`config.mk`:
```
export PLATFORM = sky130hd
export DESIGN_NAME = mm_window_router
export DESIGN_NICKNAME = d
export VERILOG_FILES = /design/src/rtl/mmr_pkg.sv /design/src/rtl/mmr_decode.sv /design/src/rtl/mmr_host_flag.sv /design/src/rtl/mmr_edid_serial.sv /design/src/rtl/mm_window_router.sv
export SDC_FILE = /design/constraint.sdc
export NUM_CORES = 1
export LEC_CHECK = 0
export BUFFER_PORTS_ARGS = -buffer_cell sky130_fd_sc_hd__buf_2
export CAP_MARGIN = 15
export CORE_AREA = 2 2 127 129
export CTS_BUF_LIST = sky130_fd_sc_hd__clkbuf_16
export DETAILED_ROUTE_END_ITERATION = 6
export DIE_AREA = 0 0 129 131
export PLACE_DENSITY = 0.67
export SLEW_MARGIN = 20
export SYNTH_ARGS = -nofsm -noshare
export SYNTH_HDL_FRONTEND = slang
export SYNTH_SLANG_ARGS = --single-unit
```
`constraint.sdc`:
```
create_clock -name clk -period 5.7 [get_ports clk]
set_input_delay 1.14 -clock clk [delete_from_list [all_inputs] [get_ports clk]]
set_output_delay 1.14 -clock clk [all_outputs]
set_load 0.05 [all_outputs]
```
`src/rtl/mmr_pkg.sv`:
```
package mmr_pkg;
  localparam int NREG     = 3;
  localparam int REG_CORE = 0;
  localparam int REG_VID  = 1;
  localparam int REG_SEC  = 2;

  typedef enum logic [1:0] {
    SQ_IDLE = 2'd0,
    SQ_RUN  = 2'd1,
    SQ_DONE = 2'd2
  } seq_state_e;
endpackage

```
`src/rtl/mmr_decode.sv`:
```
module mmr_decode import mmr_pkg::*; #(
  parameter int ADDR_W     = 11,
  parameter int EDID_BASE  = 0,
  parameter int EDID_WORDS = 16,
  parameter int FLAG_ADDR  = 512,
  parameter int REG_WORDS  = 256,
  parameter int CORE_BASE  = 1024,
  parameter int VID_BASE   = 256,
  parameter int SEC_BASE   = 768,
  localparam int REG_AW    = $clog2(REG_WORDS),
  localparam int EDID_WW   = $clog2(EDID_WORDS)
) (
  input  logic [ADDR_W-1:0]             addr,
  output logic                          edid_hit,
  output logic [EDID_WW-1:0]            edid_word,
  output logic                          flag_hit,
  output logic [NREG-1:0]               reg_hit,
  output logic [NREG-1:0][REG_AW-1:0]   reg_off
);
  localparam int BASES [NREG] = '{CORE_BASE, VID_BASE, SEC_BASE};

  logic [NREG-1:0] raw_hit;

  for (genvar g = 0; g < NREG; g++) begin : g_win
    assign raw_hit[g] = (int'(addr) >= BASES[g]) &&
                        (int'(addr) < BASES[g] + REG_WORDS);
    assign reg_off[g] = REG_AW'(addr - ADDR_W'(BASES[g]));
  end

  assign edid_hit  = (int'(addr) >= EDID_BASE) &&
                     (int'(addr) < EDID_BASE + EDID_WORDS);
  assign edid_word = EDID_WW'(addr - ADDR_W'(EDID_BASE));
  assign flag_hit  = (int'(addr) == FLAG_ADDR) && !edid_hit;
  assign reg_hit   = (edid_hit || flag_hit) ? '0 : raw_hit;
endmodule

```
`src/rtl/mmr_host_flag.sv`:
```
module mmr_host_flag (
  input  logic clk,
  input  logic rst,
  input  logic wr_en,
  input  logic wr_bit,
  output logic flag,
  output logic hotplug
);
  always_ff @(posedge clk) begin
    if (rst) begin
      flag    <= 1'b0;
      hotplug <= 1'b0;
    end else if (wr_en) begin
      flag <= wr_bit;
      if (flag && !wr_bit) hotplug <= ~hotplug;
    end
  end
endmodule

```
`src/rtl/mmr_edid_serial.sv`:
```
module mmr_edid_serial import mmr_pkg::*; #(
  parameter int DATA_W  = 32,
  parameter int BYTE_W  = 8,
  parameter int WORD_AW = 4,
  localparam int LANES  = DATA_W / BYTE_W,
  localparam int LANE_W = $clog2(LANES),
  localparam int RAM_AW = WORD_AW + LANE_W
) (
  input  logic               clk,
  input  logic               rst,
  input  logic               req,
  input  logic               req_write,
  input  logic [WORD_AW-1:0] req_word,
  input  logic [DATA_W-1:0]  req_wdata,
  output logic               wait_o,
  output logic [DATA_W-1:0]  rdata,
  output logic [RAM_AW-1:0]  ram_addr,
  output logic               ram_we,
  output logic               ram_rd,
  output logic [BYTE_W-1:0]  ram_wdata,
  input  logic [BYTE_W-1:0]  ram_rdata
);
  seq_state_e         state_q;
  logic [LANE_W-1:0]  lane_q;
  logic [WORD_AW-1:0] word_q;
  logic [DATA_W-1:0]  wbuf_q;
  logic [DATA_W-1:0]  rbuf_q;
  logic               wr_q;

  always_ff @(posedge clk) begin
    if (rst) begin
      state_q <= SQ_IDLE;
      lane_q  <= '0;
      word_q  <= '0;
      wbuf_q  <= '0;
      rbuf_q  <= '0;
      wr_q    <= 1'b0;
    end else begin
      case (state_q)
        SQ_IDLE: if (req) begin
          state_q <= SQ_RUN;
          lane_q  <= '0;
          word_q  <= req_word;
          wbuf_q  <= req_wdata;
          wr_q    <= req_write;
        end
        SQ_RUN: begin
          if (!wr_q && lane_q != '0)
            rbuf_q <= {ram_rdata, rbuf_q[DATA_W-1:BYTE_W]};
          if (lane_q == LANE_W'(LANES - 1)) state_q <= SQ_DONE;
          else lane_q <= lane_q + 1'b1;
        end
        default: state_q <= SQ_IDLE;
      endcase
    end
  end

  assign wait_o    = (state_q == SQ_IDLE) ? req : (state_q == SQ_RUN);
  assign ram_we    = (state_q == SQ_RUN) && wr_q;
  assign ram_rd    = (state_q == SQ_RUN) && !wr_q;
  assign ram_addr  = {word_q, lane_q};
  assign ram_wdata = wbuf_q[lane_q*BYTE_W +: BYTE_W];
  assign rdata     = {ram_rdata, rbuf_q[DATA_W-1:BYTE_W]};
endmodule

```
`src/rtl/mm_window_router.sv`:
```
module mm_window_router import mmr_pkg::*; #(
  parameter int ADDR_W     = 11,
  parameter int DATA_W     = 32,
  parameter int BYTE_W     = 8,
  parameter int EDID_BASE  = 0,
  parameter int EDID_WORDS = 16,
  parameter int FLAG_ADDR  = 512,
  parameter int REG_WORDS  = 256,
  parameter int CORE_BASE  = 1024,
  parameter int VID_BASE   = 256,
  parameter int SEC_BASE   = 768,
  localparam int REG_AW    = $clog2(REG_WORDS),
  localparam int EDID_WW   = $clog2(EDID_WORDS),
  localparam int RAM_AW    = EDID_WW + $clog2(DATA_W / BYTE_W)
) (
  input  logic              clk,
  input  logic              rst,
  input  logic [ADDR_W-1:0] s_addr,
  input  logic              s_read,
  input  logic              s_write,
  input  logic [DATA_W-1:0] s_wdata,
  output logic [DATA_W-1:0] s_rdata,
  output logic              s_waitreq,
  output logic [REG_AW-1:0] core_addr,
  output logic              core_read,
  output logic              core_write,
  output logic [DATA_W-1:0] core_wdata,
  input  logic [DATA_W-1:0] core_rdata,
  input  logic              core_waitreq,
  output logic [REG_AW-1:0] vid_addr,
  output logic              vid_read,
  output logic              vid_write,
  output logic [DATA_W-1:0] vid_wdata,
  input  logic [DATA_W-1:0] vid_rdata,
  input  logic              vid_waitreq,
  output logic [REG_AW-1:0] sec_addr,
  output logic              sec_read,
  output logic              sec_write,
  output logic [DATA_W-1:0] sec_wdata,
  input  logic [DATA_W-1:0] sec_rdata,
  input  logic              sec_waitreq,
  output logic [RAM_AW-1:0] ram_addr,
  output logic              ram_we,
  output logic              ram_rd,
  output logic [BYTE_W-1:0] ram_wdata,
  input  logic [BYTE_W-1:0] ram_rdata,
  output logic              edid_host_flag,
  output logic              hotplug_tgl
);
  logic                        edid_hit, flag_hit;
  logic [EDID_WW-1:0]          edid_word;
  logic [NREG-1:0]             reg_hit;
  logic [NREG-1:0][REG_AW-1:0] reg_off;
  logic [NREG-1:0]             m_wait;
  logic [NREG-1:0][DATA_W-1:0] m_rdata;
  logic                        edid_req, ser_wait;
  logic [DATA_W-1:0]           ser_rdata;

  mmr_decode #(
    .ADDR_W(ADDR_W), .EDID_BASE(EDID_BASE), .EDID_WORDS(EDID_WORDS),
    .FLAG_ADDR(FLAG_ADDR), .REG_WORDS(REG_WORDS), .CORE_BASE(CORE_BASE),
    .VID_BASE(VID_BASE), .SEC_BASE(SEC_BASE)
  ) u_dec (
    .addr(s_addr), .edid_hit(edid_hit), .edid_word(edid_word),
    .flag_hit(flag_hit), .reg_hit(reg_hit), .reg_off(reg_off)
  );

  // 32-bit pass-through windows
  assign core_addr  = reg_off[REG_CORE];
  assign core_read  = s_read  && reg_hit[REG_CORE];
  assign core_write = s_write && reg_hit[REG_CORE];
  assign core_wdata = s_wdata;
  assign vid_addr   = reg_off[REG_VID];
  assign vid_read   = s_read  && reg_hit[REG_VID];
  assign vid_write  = s_write && reg_hit[REG_VID];
  assign vid_wdata  = s_wdata;
  assign sec_addr   = reg_off[REG_SEC];
  assign sec_read   = s_read  && reg_hit[REG_SEC];
  assign sec_write  = s_write && reg_hit[REG_SEC];
  assign sec_wdata  = s_wdata;

  assign m_wait[REG_CORE]  = core_waitreq;
  assign m_wait[REG_VID]   = vid_waitreq;
  assign m_wait[REG_SEC]   = sec_waitreq;
  assign m_rdata[REG_CORE] = core_rdata;
  assign m_rdata[REG_VID]  = vid_rdata;
  assign m_rdata[REG_SEC]  = sec_rdata;

  mmr_host_flag u_flag (
    .clk(clk), .rst(rst),
    .wr_en(flag_hit && s_write), .wr_bit(s_wdata[0]),
    .flag(edid_host_flag), .hotplug(hotplug_tgl)
  );

  assign edid_req = edid_hit && (s_read || s_write) && !edid_host_flag;

  mmr_edid_serial #(
    .DATA_W(DATA_W), .BYTE_W(BYTE_W), .WORD_AW(EDID_WW)
  ) u_ser (
    .clk(clk), .rst(rst),
    .req(edid_req), .req_write(s_write), .req_word(edid_word),
    .req_wdata(s_wdata), .wait_o(ser_wait), .rdata(ser_rdata),
    .ram_addr(ram_addr), .ram_we(ram_we), .ram_rd(ram_rd),
    .ram_wdata(ram_wdata), .ram_rdata(ram_rdata)
  );

  always_comb begin
    s_rdata   = '0;
    s_waitreq = 1'b0;
    if (edid_hit) begin
      if (!edid_host_flag) begin
        s_waitreq = ser_wait;
        s_rdata   = ser_rdata;
      end
    end else if (flag_hit) begin
      s_rdata[0] = edid_host_flag;
    end else begin
      for (int g = 0; g < NREG; g++) begin
        if (reg_hit[g]) begin
          s_waitreq = m_wait[g];
          s_rdata   = m_rdata[g];
        end
      end
    end
  end
endmodule

```
==> impl_metrics.ini <==
[finish]
fin_util_pct = 39.1
synthToLayoutAreaGrowth_pct = 23.8
num-fill-cells = 1631
drive_gt1_share_pct = 47.9
layout.nets = 912

[yosys]
ys_ff_latch = 67
syn_nets = 723
synth.avg_cell_area_sq_um = 8.68
synth_area_sq_um = 4920
yosysWarnings = 0
synthFlopType = dfxtp_1
syn-instance-count = 567
synth-edff-count = 0
ys_types = 40
synth_async_sr_flop_share_pct = 0
seq_area_frac_synth_pct = 27.2

[pwr]
p_total_uw = 1430
pwr-share-comb_pct = 30.8
clockPowerShare_pct = 36.3
peakVddDrop_uv = 129
powerDensity_nw_per_um2 = 234
switchingPower_uw = 510
p_int_uw = 919
p_seq_share_pct = 32.9
switching_share_pct = 35.7
p_leak_uw = 0.00286

[detailed_routing]
routed_wirelength_um = 15400
drt_iter0_markers = 119
wl_per_cell_um = 15.8
vias = 4517
routed_via_density = 4.62
drc = 0
antenna_left = 0
drt_first_pass_iters = 4

[sta]
drv_slew = 0
tns_ps = 0
rsz0062_at_grt = false
post-route-min-period_ps = 3930
worst_slack_ps = 1770
holdWs_ps = 462
finalHoldViolCount = 0
tightest_slew_ps = 838
max_slew_margin_pct = 44.1
final-setup-viol-count = 0
fmax_mhz = 254
finClkSkew_ps = 5.37
period_share_pct = 69.0

[critical_path]
crit_required_ps = 4560
critPathMaxFanout = 35
start_kind = primary input
critPathArrivalTime_ps = 2790
crit_path_end_kind = primary output
critPathKind = primary input to primary output

[grt]
grt_max_degree = 107
grt_pass1_vias = 4008
grt_pass1_wl_um = 21900
antenna_found_initial = 2
overflow = 0
grt_use_total_pct = 17.4

[clock_network]
tritoncts = built
clock_latency_ps = 340
ctsResizeCount = 0
cts_buffers = 9
cts_buffer_depth = 2
htreeDepth = 3
cts_hold_buf = 0
cts_sinks = 67
clk_pin_slew_worst_paths_ps = 50
root_buffer = clkbuf_16
post-cts-setup-buffer-count = 0

[die]
die-area_sq_um = 16900
ios = 331
initial_utilization_pct = 31.6
fp.dieH_um = 131
fp-row-count = 46
die_x_um = 129
coreArea_sq_um = 15600

[placement]
portBuffers = 330
hpwlAfterDp_um = 12100
dp_slack_ps = 1780
globalplace.congestion = 0.838

[job]
max_cap_viol_count = 0

[run_status]
status = finished clean

[hold_path]
hold_path.class = flip-flop to flip-flop
cell usage in the layout (no fill, tap or decap), types with 6 or more instances in the layout:
| cell type | count |
|---|---|
| inv_1 | 6 |
| buf_4 | 6 |
| dfxtp_1 | 67 |
| a21oi_1 | 26 |
| mux2i_1 | 71 |
| buf_2 | 330 |
| mux4_2 | 8 |
| a221o_1 | 32 |
| nand2_1 | 50 |
| nor2_1 | 37 |
| nand2b_1 | 76 |
| clkbuf_16 | 9 |
layer usage:
| metal | vias up | wire (um) | track usage (%) |
|---|---|---|---|
| met5 | - | 0 | 0 |
| met4 | 0 | 431 | 8.89 |
| met3 | 24 | 1050 | 3.38 |
| met2 | 225 | 7850 | 32.0 |
| met1 | 2068 | 6110 | 19.1 |
| li1 | 2200 | - | - |
flip-flops by register name (all words and copies together), names as in the netlist:
signal	cells
u_ser.lane_q	2
u_ser.wbuf_q	32
u_ser.word_q	4
u_ser.rbuf_q	24
u_ser.wr_q	1
u_flag.flag	1
u_ser.state_q	2
u_flag.hotplug	1
path summary, 6_finish.rpt:
check                  startpoint               end  slack [ps]  cells past startpoint
setup / recovery        s_addr[9]        s_rdata[8]        1770                      6
hold reg to reg   u_ser.rbuf_q[9]   u_ser.rbuf_q[9]         460                      2
hold / removal    u_ser.rbuf_q[9]   u_ser.rbuf_q[9]         460                      2
setup reg to reg  u_ser.lane_q[0]  u_ser.rbuf_q[16]        3190                      5
cells by family (layout without fill, tap and decap cells):
logic type,after synthesis,count (layout),share of synthesized area [%]
simple gates,192,192,21.3
buf+inv,163,356,22.7
mux,80,80,18.3
flops,67,67,27.2
compound gates,63,63,9.91
fa+ha+maj,2,2,0.508
other cells,0,2,0
worst max-delay path, stage by stage:
cell	delay, ps
buf_2	220
buf_4	540
mux2i_1	290
nor2_1	90
a221o_1	270
buf_2	210
power by group through the flow:
stage / combinational (uW) / clock, uW / sequential [uW]
2_1_floorplan: 364 / 0 / 480
3_3_place_gp: 439 / 0 / 480
3_5_place_dp: 442 / 0 / 480
4_1_cts: 443 / 541 / 470
5_1_grt: 462 / 562 / 470
6_report: 440 / 519 / 471
cell usage after synthesis, types with 2 or more instances:
| library cell | count | area [sq um] |
|---|---|---|
| mux4_2 | 8 | 180 |
| clkbuf_1 | 24 | 90.1 |
| nand2_1 | 50 | 188 |
| buf_2 | 9 | 45.0 |
| nand4_1 | 3 | 18.8 |
| nor4bb_1 | 3 | 30.0 |
| nand2b_1 | 76 | 475 |
| nor4b_1 | 2 | 17.5 |
| buf_12 | 2 | 40.0 |
| inv_1 | 4 | 15.0 |
| mux2i_1 | 71 | 711 |
| ha_1 | 2 | 25.0 |
| a21oi_1 | 26 | 130 |
| nor2_1 | 37 | 139 |
| dfxtp_1 | 67 | 1340 |
| nor2b_1 | 2 | 12.5 |
| buf_4 | 123 | 923 |
| nand3b_1 | 2 | 15.0 |
| nor3b_1 | 3 | 22.5 |
| a221o_1 | 32 | 320 |
| and3_1 | 2 | 12.5 |
through the flow:
step	std cells	area [sq um]
4_1_cts	976	6090
2_1_floorplan	567	4920
6_report	978	6100
3_5_place_dp	961	5820
3_3_place_gp	960	5800
5_1_grt	978	6100
cell type report:
class	instances	area, sq um	area share, %
multi-input cells	337	2480	40.7
repair buffers	337	1710	28.0
flip-flops and latches	67	1340	22.0
well taps	216	270	4.43
clock buffers	9	225	3.69
clock inverters	6	50.0	0.821
inverters	4	15.0	0.246
diodes	2	5.00	0.0821
(Power assumes the default switching activity.)
